===== src/rtl/adec_pkg.sv =====
package adec_pkg;

    localparam int ADDR_W     = 32;
    localparam int DATA_W     = 32;
    localparam int WIN_WORDS  = 64;
    localparam int WIN_IDX_W  = $clog2(WIN_WORDS);
    localparam int RAM_WORD_W = 20;
    localparam int CODE_W     = 3;

    typedef enum logic [1:0] {
        RGN_ROM  = 2'd0,
        RGN_RAM  = 2'd1,
        RGN_PERI = 2'd2,
        RGN_BAD  = 2'd3
    } region_e;

    typedef struct packed {
        region_e                 region;
        logic [WIN_IDX_W-1:0]    win_idx;
        logic [RAM_WORD_W-1:0]   ram_word;
    } class_t;

    typedef struct packed {
        logic                    guard_on;
        logic [CODE_W-1:0]       rom_code;
        logic [CODE_W-1:0]       ram_code;
        logic [RAM_WORD_W-1:0]   seg_lo;
        logic [RAM_WORD_W-1:0]   seg_hi;
    } cfg_t;

    // Window length in bytes: 2**(min_lg + code), saturated at 2**max_lg.
    function automatic logic [ADDR_W-1:0] window_len(
        input logic [CODE_W-1:0] code,
        input int                min_lg,
        input int                max_lg
    );
        int lg;
        logic [ADDR_W-1:0] one;
        one = {{(ADDR_W-1){1'b0}}, 1'b1};
        lg  = min_lg + int'(code);
        if (lg > max_lg) lg = max_lg;
        return one << lg;
    endfunction

endpackage


===== src/rtl/adec_winbank.sv =====
module adec_winbank
    import adec_pkg::*;
#(
    parameter int WORDS      = WIN_WORDS,
    parameter int DW         = DATA_W,
    parameter int CTRL_IDX   = 0,
    parameter int CFG_IDX    = 4,
    parameter int SEGLO_IDX  = 8,
    parameter int SEGHI_IDX  = 9,
    parameter int GUARD_BIT  = 3,
    parameter int RAMC_LSB   = 10,
    parameter int ROMC_LSB   = 18
) (
    input  logic                         clk,
    input  logic                         rst,
    input  logic                         wr_en,
    input  logic [$clog2(WORDS)-1:0]     wr_idx,
    input  logic [DW-1:0]                wr_data,
    input  logic [$clog2(WORDS)-1:0]     rd_idx,
    output logic [DW-1:0]                rd_data,
    output cfg_t                         cfg
);
    localparam int IW = $clog2(WORDS);

    logic [DW-1:0] bank [WORDS];

    for (genvar i = 0; i < WORDS; i++) begin : g_word
        always_ff @(posedge clk) begin
            if (rst) begin
                bank[i] <= '0;
            end else if (wr_en && (wr_idx == IW'(i))) begin
                bank[i] <= wr_data;
            end
        end
    end

    assign rd_data = bank[rd_idx];

    always_comb begin
        cfg.guard_on = bank[CTRL_IDX][GUARD_BIT];
        cfg.rom_code = bank[CFG_IDX][ROMC_LSB +: CODE_W];
        cfg.ram_code = bank[CFG_IDX][RAMC_LSB +: CODE_W];
        cfg.seg_lo   = bank[SEGLO_IDX][RAM_WORD_W-1:0];
        cfg.seg_hi   = bank[SEGHI_IDX][RAM_WORD_W-1:0];
    end


    scratch_keep_chk: assert property (@(posedge clk) disable iff (rst)
        wr_en |=> (bank[$past(wr_idx)] == $past(wr_data)));

endmodule


===== src/rtl/adec_region.sv =====
module adec_region
    import adec_pkg::*;
#(
    parameter logic [ADDR_W-1:0] ROM_BASE   = 32'h0000_0000,
    parameter logic [ADDR_W-1:0] RAM_BASE   = 32'h0200_0000,
    parameter logic [ADDR_W-1:0] PERI_BASE  = 32'h01F8_0000,
    parameter int                ROM_MIN_LG = 12,
    parameter int                ROM_MAX_LG = 19,
    parameter int                RAM_MIN_LG = 18,
    parameter int                RAM_MAX_LG = 22,
    parameter int                PERI_LG    = 8
) (
    input  logic [ADDR_W-1:0]  addr,
    input  logic [CODE_W-1:0]  rom_code,
    input  logic [CODE_W-1:0]  ram_code,
    output class_t             cls
);
    logic [ADDR_W-1:0] rom_len, ram_len, rom_off, ram_off;
    logic              in_rom, in_ram, in_peri;

    always_comb begin
        rom_len = window_len(rom_code, ROM_MIN_LG, ROM_MAX_LG);
        ram_len = window_len(ram_code, RAM_MIN_LG, RAM_MAX_LG);
        rom_off = addr - ROM_BASE;
        ram_off = addr - RAM_BASE;
        in_rom  = rom_off < rom_len;
        in_ram  = ram_off < ram_len;
        in_peri = addr[ADDR_W-1:PERI_LG] == PERI_BASE[ADDR_W-1:PERI_LG];

        if (in_rom)       cls.region = RGN_ROM;
        else if (in_ram)  cls.region = RGN_RAM;
        else if (in_peri) cls.region = RGN_PERI;
        else              cls.region = RGN_BAD;

        cls.win_idx  = addr[WIN_IDX_W+1:2];
        cls.ram_word = ram_off[RAM_WORD_W+1:2];
    end

endmodule


===== src/rtl/adec_guard.sv =====
module adec_guard
    import adec_pkg::*;
(
    input  logic                   guard_on,
    input  logic                   is_write,
    input  region_e                region,
    input  logic [RAM_WORD_W-1:0]  ram_word,
    input  logic [RAM_WORD_W-1:0]  seg_lo,
    input  logic [RAM_WORD_W-1:0]  seg_hi,
    output logic                   violation
);
    logic outside;

    always_comb begin
        outside   = (ram_word < seg_lo) || (ram_word > seg_hi);
        violation = guard_on && is_write && (region == RGN_RAM) && outside;
    end

endmodule


===== src/rtl/addr_guard.sv =====
module addr_guard
    import adec_pkg::*;
#(
    parameter logic [ADDR_W-1:0] ROM_BASE   = 32'h0000_0000,
    parameter logic [ADDR_W-1:0] RAM_BASE   = 32'h0200_0000,
    parameter logic [ADDR_W-1:0] PERI_BASE  = 32'h01F8_0000,
    parameter int                ROM_MIN_LG = 12,
    parameter int                ROM_MAX_LG = 19,
    parameter int                RAM_MIN_LG = 18,
    parameter int                RAM_MAX_LG = 22
) (
    input  logic                clk,
    input  logic                rst,
    input  logic                acc_valid,
    input  logic [ADDR_W-1:0]   acc_addr,
    input  logic                acc_write,
    input  logic [DATA_W-1:0]   acc_wdata,
    output logic                rsp_valid,
    output logic [1:0]          rsp_region,
    output logic                rsp_trap,
    output logic [DATA_W-1:0]   rsp_rdata
);
    localparam int PERI_LG = WIN_IDX_W + 2;
    localparam logic [ADDR_W-1:0] ROM_CEIL =
        ROM_BASE + ({{(ADDR_W-1){1'b0}}, 1'b1} << ROM_MAX_LG);

    class_t              cls;
    cfg_t                cfg;
    logic [DATA_W-1:0]   win_rd;
    logic                win_wr;
    logic                violation;
    logic                wr_q, guard_q;
    region_e             region_q;

    adec_winbank #(.WORDS(WIN_WORDS), .DW(DATA_W)) u_bank (
        .clk     (clk),
        .rst     (rst),
        .wr_en   (win_wr),
        .wr_idx  (cls.win_idx),
        .wr_data (acc_wdata),
        .rd_idx  (cls.win_idx),
        .rd_data (win_rd),
        .cfg     (cfg)
    );

    adec_region #(
        .ROM_BASE  (ROM_BASE),   .RAM_BASE  (RAM_BASE),
        .PERI_BASE (PERI_BASE),  .ROM_MIN_LG(ROM_MIN_LG),
        .ROM_MAX_LG(ROM_MAX_LG), .RAM_MIN_LG(RAM_MIN_LG),
        .RAM_MAX_LG(RAM_MAX_LG), .PERI_LG   (PERI_LG)
    ) u_region (
        .addr     (acc_addr),
        .rom_code (cfg.rom_code),
        .ram_code (cfg.ram_code),
        .cls      (cls)
    );

    adec_guard u_guard (
        .guard_on  (cfg.guard_on),
        .is_write  (acc_write),
        .region    (cls.region),
        .ram_word  (cls.ram_word),
        .seg_lo    (cfg.seg_lo),
        .seg_hi    (cfg.seg_hi),
        .violation (violation)
    );

    assign win_wr = acc_valid && acc_write && (cls.region == RGN_PERI);

    always_ff @(posedge clk) begin
        if (rst) begin
            rsp_valid <= 1'b0;
            region_q  <= RGN_BAD;
            rsp_trap  <= 1'b0;
            rsp_rdata <= '0;
            wr_q      <= 1'b0;
            guard_q   <= 1'b0;
        end else begin
            rsp_valid <= acc_valid;
            wr_q      <= acc_write;
            guard_q   <= cfg.guard_on;
            if (acc_valid) begin
                region_q  <= cls.region;
                rsp_trap  <= (cls.region == RGN_BAD) || violation;
                rsp_rdata <= (cls.region == RGN_PERI) ? win_rd : '0;
            end else begin
                rsp_trap  <= 1'b0;
                rsp_rdata <= '0;
            end
        end
    end

    assign rsp_region = region_q;


    rsp_follows_chk: assert property (@(posedge clk) disable iff (rst)
        acc_valid |=> rsp_valid);


    rsp_idle_chk: assert property (@(posedge clk) disable iff (rst)
        !acc_valid |=> (!rsp_valid && !rsp_trap));


    rom_ceiling_chk: assert property (@(posedge clk) disable iff (rst)
        (acc_valid && cls.region == RGN_ROM) |-> ((acc_addr - ROM_BASE) < (ROM_CEIL - ROM_BASE)));


    bad_traps_chk: assert property (@(posedge clk) disable iff (rst)
        (rsp_valid && rsp_region == RGN_BAD) |-> rsp_trap);


    window_no_trap_chk: assert property (@(posedge clk) disable iff (rst)
        (rsp_valid && rsp_region == RGN_PERI) |-> !rsp_trap);


    rdata_zero_chk: assert property (@(posedge clk) disable iff (rst)
        (rsp_valid && rsp_region != RGN_PERI) |-> (rsp_rdata == '0));


    read_free_chk: assert property (@(posedge clk) disable iff (rst)
        (rsp_valid && rsp_region == RGN_RAM && !wr_q) |-> !rsp_trap);


    guard_off_chk: assert property (@(posedge clk) disable iff (rst)
        (rsp_valid && rsp_region == RGN_RAM && !guard_q) |-> !rsp_trap);

endmodule


===== config.mk =====
export PLATFORM = sky130hd
export DESIGN_NAME = addr_guard
export DESIGN_NICKNAME = d
export VERILOG_FILES = /design/src/rtl/adec_pkg.sv /design/src/rtl/adec_winbank.sv /design/src/rtl/adec_region.sv /design/src/rtl/adec_guard.sv /design/src/rtl/addr_guard.sv
export SDC_FILE = /design/constraint.sdc
export NUM_CORES = 2
export LEC_CHECK = 0
export BUFFER_PORTS_ARGS = -buffer_cell sky130_fd_sc_hd__buf_2
export CORE_MARGIN = 1
export CORE_UTILIZATION = 30
export DETAILED_ROUTE_END_ITERATION = 7
export PLACE_DENSITY = 0.43
export RECOVER_POWER = 50
export SLEW_MARGIN = 5
export SYNTH_ARGS = -nofsm -noshare
export SYNTH_HDL_FRONTEND = slang
export SYNTH_SLANG_ARGS = --single-unit

===== constraint.sdc =====
create_clock -name clk -period 10.1 [get_ports clk]
set_clock_uncertainty 0.1 [all_clocks]
set_input_delay 1.515 -clock clk [delete_from_list [all_inputs] [get_ports clk]]
set_output_delay 1.515 -clock clk [all_outputs]
set_load 0.02 [all_outputs]

==> impl_summary.log <==
INFO  metric run_status = finished, violations left
INFO  metric violations = capacitance limit, slew limit
INFO  metric timing.critical_path.fanout_max = 83
INFO  metric worst_ir_drop_vdd = 0.149 mV
INFO  metric worst_skew_pair.late_latency = 920 ps
INFO  metric syn_inst = 6705
INFO  metric critPathCaptureType = flop
INFO  metric fmaxAchievable = 124 MHz
INFO  metric grt_setup_unrepaired = no
INFO  metric detail_route.wl_per_cell = 37.1 um
INFO  metric grt_max_degree = 154
INFO  metric clk_root_buffer_cell = clkbuf_16
INFO  metric place_congestion = 0.792
INFO  metric setup_viol = 0
INFO  metric die_h = 596 um
INFO  metric required = 10500 ps
INFO  metric port_buffers = 102
INFO  metric worst_pin_slew = 3890 ps
INFO  metric initial_antenna_violation_count = 24
INFO  metric clk_path_buf_depth = 4
INFO  metric numClockSinks = 2084
INFO  metric numCtsBuffers = 237
INFO  metric yosys_most_used_dff = edfxtp_1
INFO  metric synthesis.yosys.warnings = 0
INFO  metric leakage = 33.1 nW
INFO  metric power-per-cell-area = 171 mW/mm2
INFO  metric finalCoreUtilization = 32.8%
INFO  metric min_path_type = flop to flop
INFO  metric ys_async_sr_fraction = 0%
INFO  metric totalWireLength = 411000 um
INFO  metric fp-row-count = 217
INFO  metric min_period_over_period = 79.8%
INFO  metric slew_headroom = -159%
INFO  metric die_width = 596 um
INFO  metric design.final.nets = 6422
INFO  metric drt.antenna.violating_nets = 0
INFO  metric slew_viol_final = 846
INFO  metric ys_seq_elements = 2084
INFO  metric setup_ws = 2040 ps
INFO  metric count_of_boundary_i_o_pins = 104
INFO  metric dpl_cell_area = 0.109 mm2
INFO  metric place.detailed.hpwl = 216000 um
INFO  metric via_per_inst = 6.14
INFO  metric syn-cell-area = 0.106 mm2
INFO  metric cts_htree_levels = 4
INFO  metric drt_pre_antenna_iters = 5
INFO  metric design_area = 0.115 mm2
INFO  metric place_ws = 3690 ps
INFO  metric grt_use_total = 22.5%
INFO  metric die-area = 0.355 mm2
INFO  metric setup.worst_path.start_class = primary input
INFO  metric syn2layout_area_growth = 8.56%
INFO  metric number_of_enable_type_register_cells_in_the_synthesized_netlist = 2048
INFO  metric seq_total_area_yosys = 58.7%
INFO  metric final_layout_size_suffix_gt1_share = 32.8%
INFO  metric synth.avg_cell_area = 15.8 um2
INFO  metric detailroute.via_count = 68109
INFO  metric final.setup.tns = 0 ps
INFO  metric reg2reg_depth = 13
INFO  metric mostFrequentLayoutCell = edfxtp_1
INFO  metric core_area = 0.350 mm2
INFO  metric cts_post_setup_buffers_inserted = 0
INFO  metric tritoncts_clock_tree = built
INFO  metric maxCapViolCount = 25
INFO  metric fillers = 34005
INFO  metric totalPowerFinal = 19.7 mW
INFO  metric arrival = 8460 ps
INFO  metric path_clk_slew = 60 ps
INFO  metric finalWorstPathRequiredPeriod = 8060 ps
INFO  metric min_path_cells = 2
INFO  metric grt_first_pass_wirelength = 567000 um
INFO  metric netlist-cell-type-count = 52
INFO  metric grt_remaining_overflow = 0
INFO  metric initial_utilization = 30.2%
INFO  metric post_cts.resized_instances = 0
INFO  metric hold_violations = 0
INFO  metric drc = 0
INFO  metric critical_path_class = primary input to flop
INFO  metric first_global_vias = 67135
INFO  metric holdBufCountCts = 0
INFO  metric most-common-layout-cells = edfxtp_1 (2048), nor4_1 (1153), nor4_2 (929), mux4_2 (512), a22oi_1 (256)
INFO  metric detailedRoute.firstIterationViolations = 7917
power breakdown:
group | switching [mW] | total [mW] | internal (mW) | leakage (nW)
Clock | 3.72 | 8.33 | 4.61 | 3.50
Sequential | 0.0585 | 9.74 | 9.68 | 22.3
Combinational | 1.21 | 1.60 | 0.388 | 7.34
Total | 4.99 | 19.7 | 14.7 | 33.1
layout make-up:
class / instances / area, um2 / share of cell area (%)
antenna: 32 / 80.1 / 0.0696
clock buffer: 304 / 6310 / 5.48
clock inverter: 130 / 885 / 0.769
inverter: 48 / 180 / 0.157
multi-input combinational: 3551 / 36800 / 32.0
sequential: 2084 / 62200 / 54.1
tap: 4599 / 5750 / 5.00
timing repair buffer: 346 / 2720 / 2.37
sequential cells by signal (all words and copies together), names as in the netlist:
name and cells:
rsp_valid 1, rsp_trap 1, rsp_rdata 32, u_bank.bank 2048, rsp_region 2
cells by family after synthesis:
logic type,after synthesis,synth area share (%)
adders and majority gates,86,1.02
DFF,2084,58.7
other,1,0.00354
and+or+nand+nor,2397,20.1
buffers and inverters,1094,5.73
AOI/OAI and AO/OA,526,3.47
muxes,512,10.9
xor gates and xnor gates,5,0.0413
cells in the mapped netlist, types with 2 or more instances:
| library cell | n | area share [%] |
|---|---|---|
| buf_6 | 173 | 1.8 |
| and4_1 | 3 | 0.025 |
| buf_4 | 110 | 0.78 |
| xor2_1 | 4 | 0.033 |
| a21oi_1 | 164 | 0.77 |
| nor3_1 | 41 | 0.19 |
| nand2b_1 | 9 | 0.053 |
| o211ai_1 | 5 | 0.035 |
| or2_2 | 3 | 0.018 |
| a41o_1 | 64 | 0.60 |
| nand3b_1 | 4 | 0.028 |
| nand3_1 | 11 | 0.052 |
| ha_1 | 86 | 1.0 |
| nor2_1 | 35 | 0.12 |
| inv_1 | 48 | 0.17 |
| clkbuf_1 | 545 | 1.9 |
| dfxtp_1 | 36 | 0.68 |
| a21o_1 | 4 | 0.028 |
| buf_2 | 205 | 0.97 |
| nand4_1 | 8 | 0.047 |
| o21ai_0 | 16 | 0.076 |
| a211oi_1 | 3 | 0.021 |
| nor2b_1 | 6 | 0.035 |
| or3_1 | 16 | 0.094 |
| edfxtp_1 | 2048 | 58 |
| nor4_1 | 987 | 5.8 |
| o31ai_1 | 2 | 0.014 |
| a2111oi_0 | 2 | 0.017 |
| buf_1 | 13 | 0.046 |
| a31oi_1 | 2 | 0.012 |
| nor4_2 | 1095 | 13 |
| nand2_1 | 169 | 0.60 |
| and3_1 | 3 | 0.018 |
| a22oi_1 | 256 | 1.8 |
| mux4_2 | 512 | 11 |
path summary, 6_finish.rpt:
kind	end	slack [ps]	from
setup / recovery	u_bank.bank[12][15]	2040	rst
setup reg to reg	rsp_rdata[0]	2490	u_bank.bank[4][12]
hold / removal	rsp_region[0]	640	rsp_region[0]
hold reg to reg	rsp_region[0]	640	rsp_region[0]
metal layers:
metal  routed length, um  GRT usage (%)
met4               15300           7.96
met1              172000           30.7
met3               31800           4.30
met5                 112              0
met2              192000           35.8
per-stage QoR:
| step | hold slack (ps) | cells |
|---|---|---|
| CTS | 652 | 11062 |
| detailed placement | 646 | 10628 |
| global route | 654 | 11067 |
| floorplan | 490 | 6729 |
| finish | 641 | 11094 |
| global placement | 642 | 10628 |
worst max-delay path, cell delays in order:
cell	delay (ps)
buf_2	80
clkbuf_1	2520
nand2b_1	1200
clkbuf_1	2750
nor4_1	110
No activity file was read; power rests on OpenSTA's default activity.
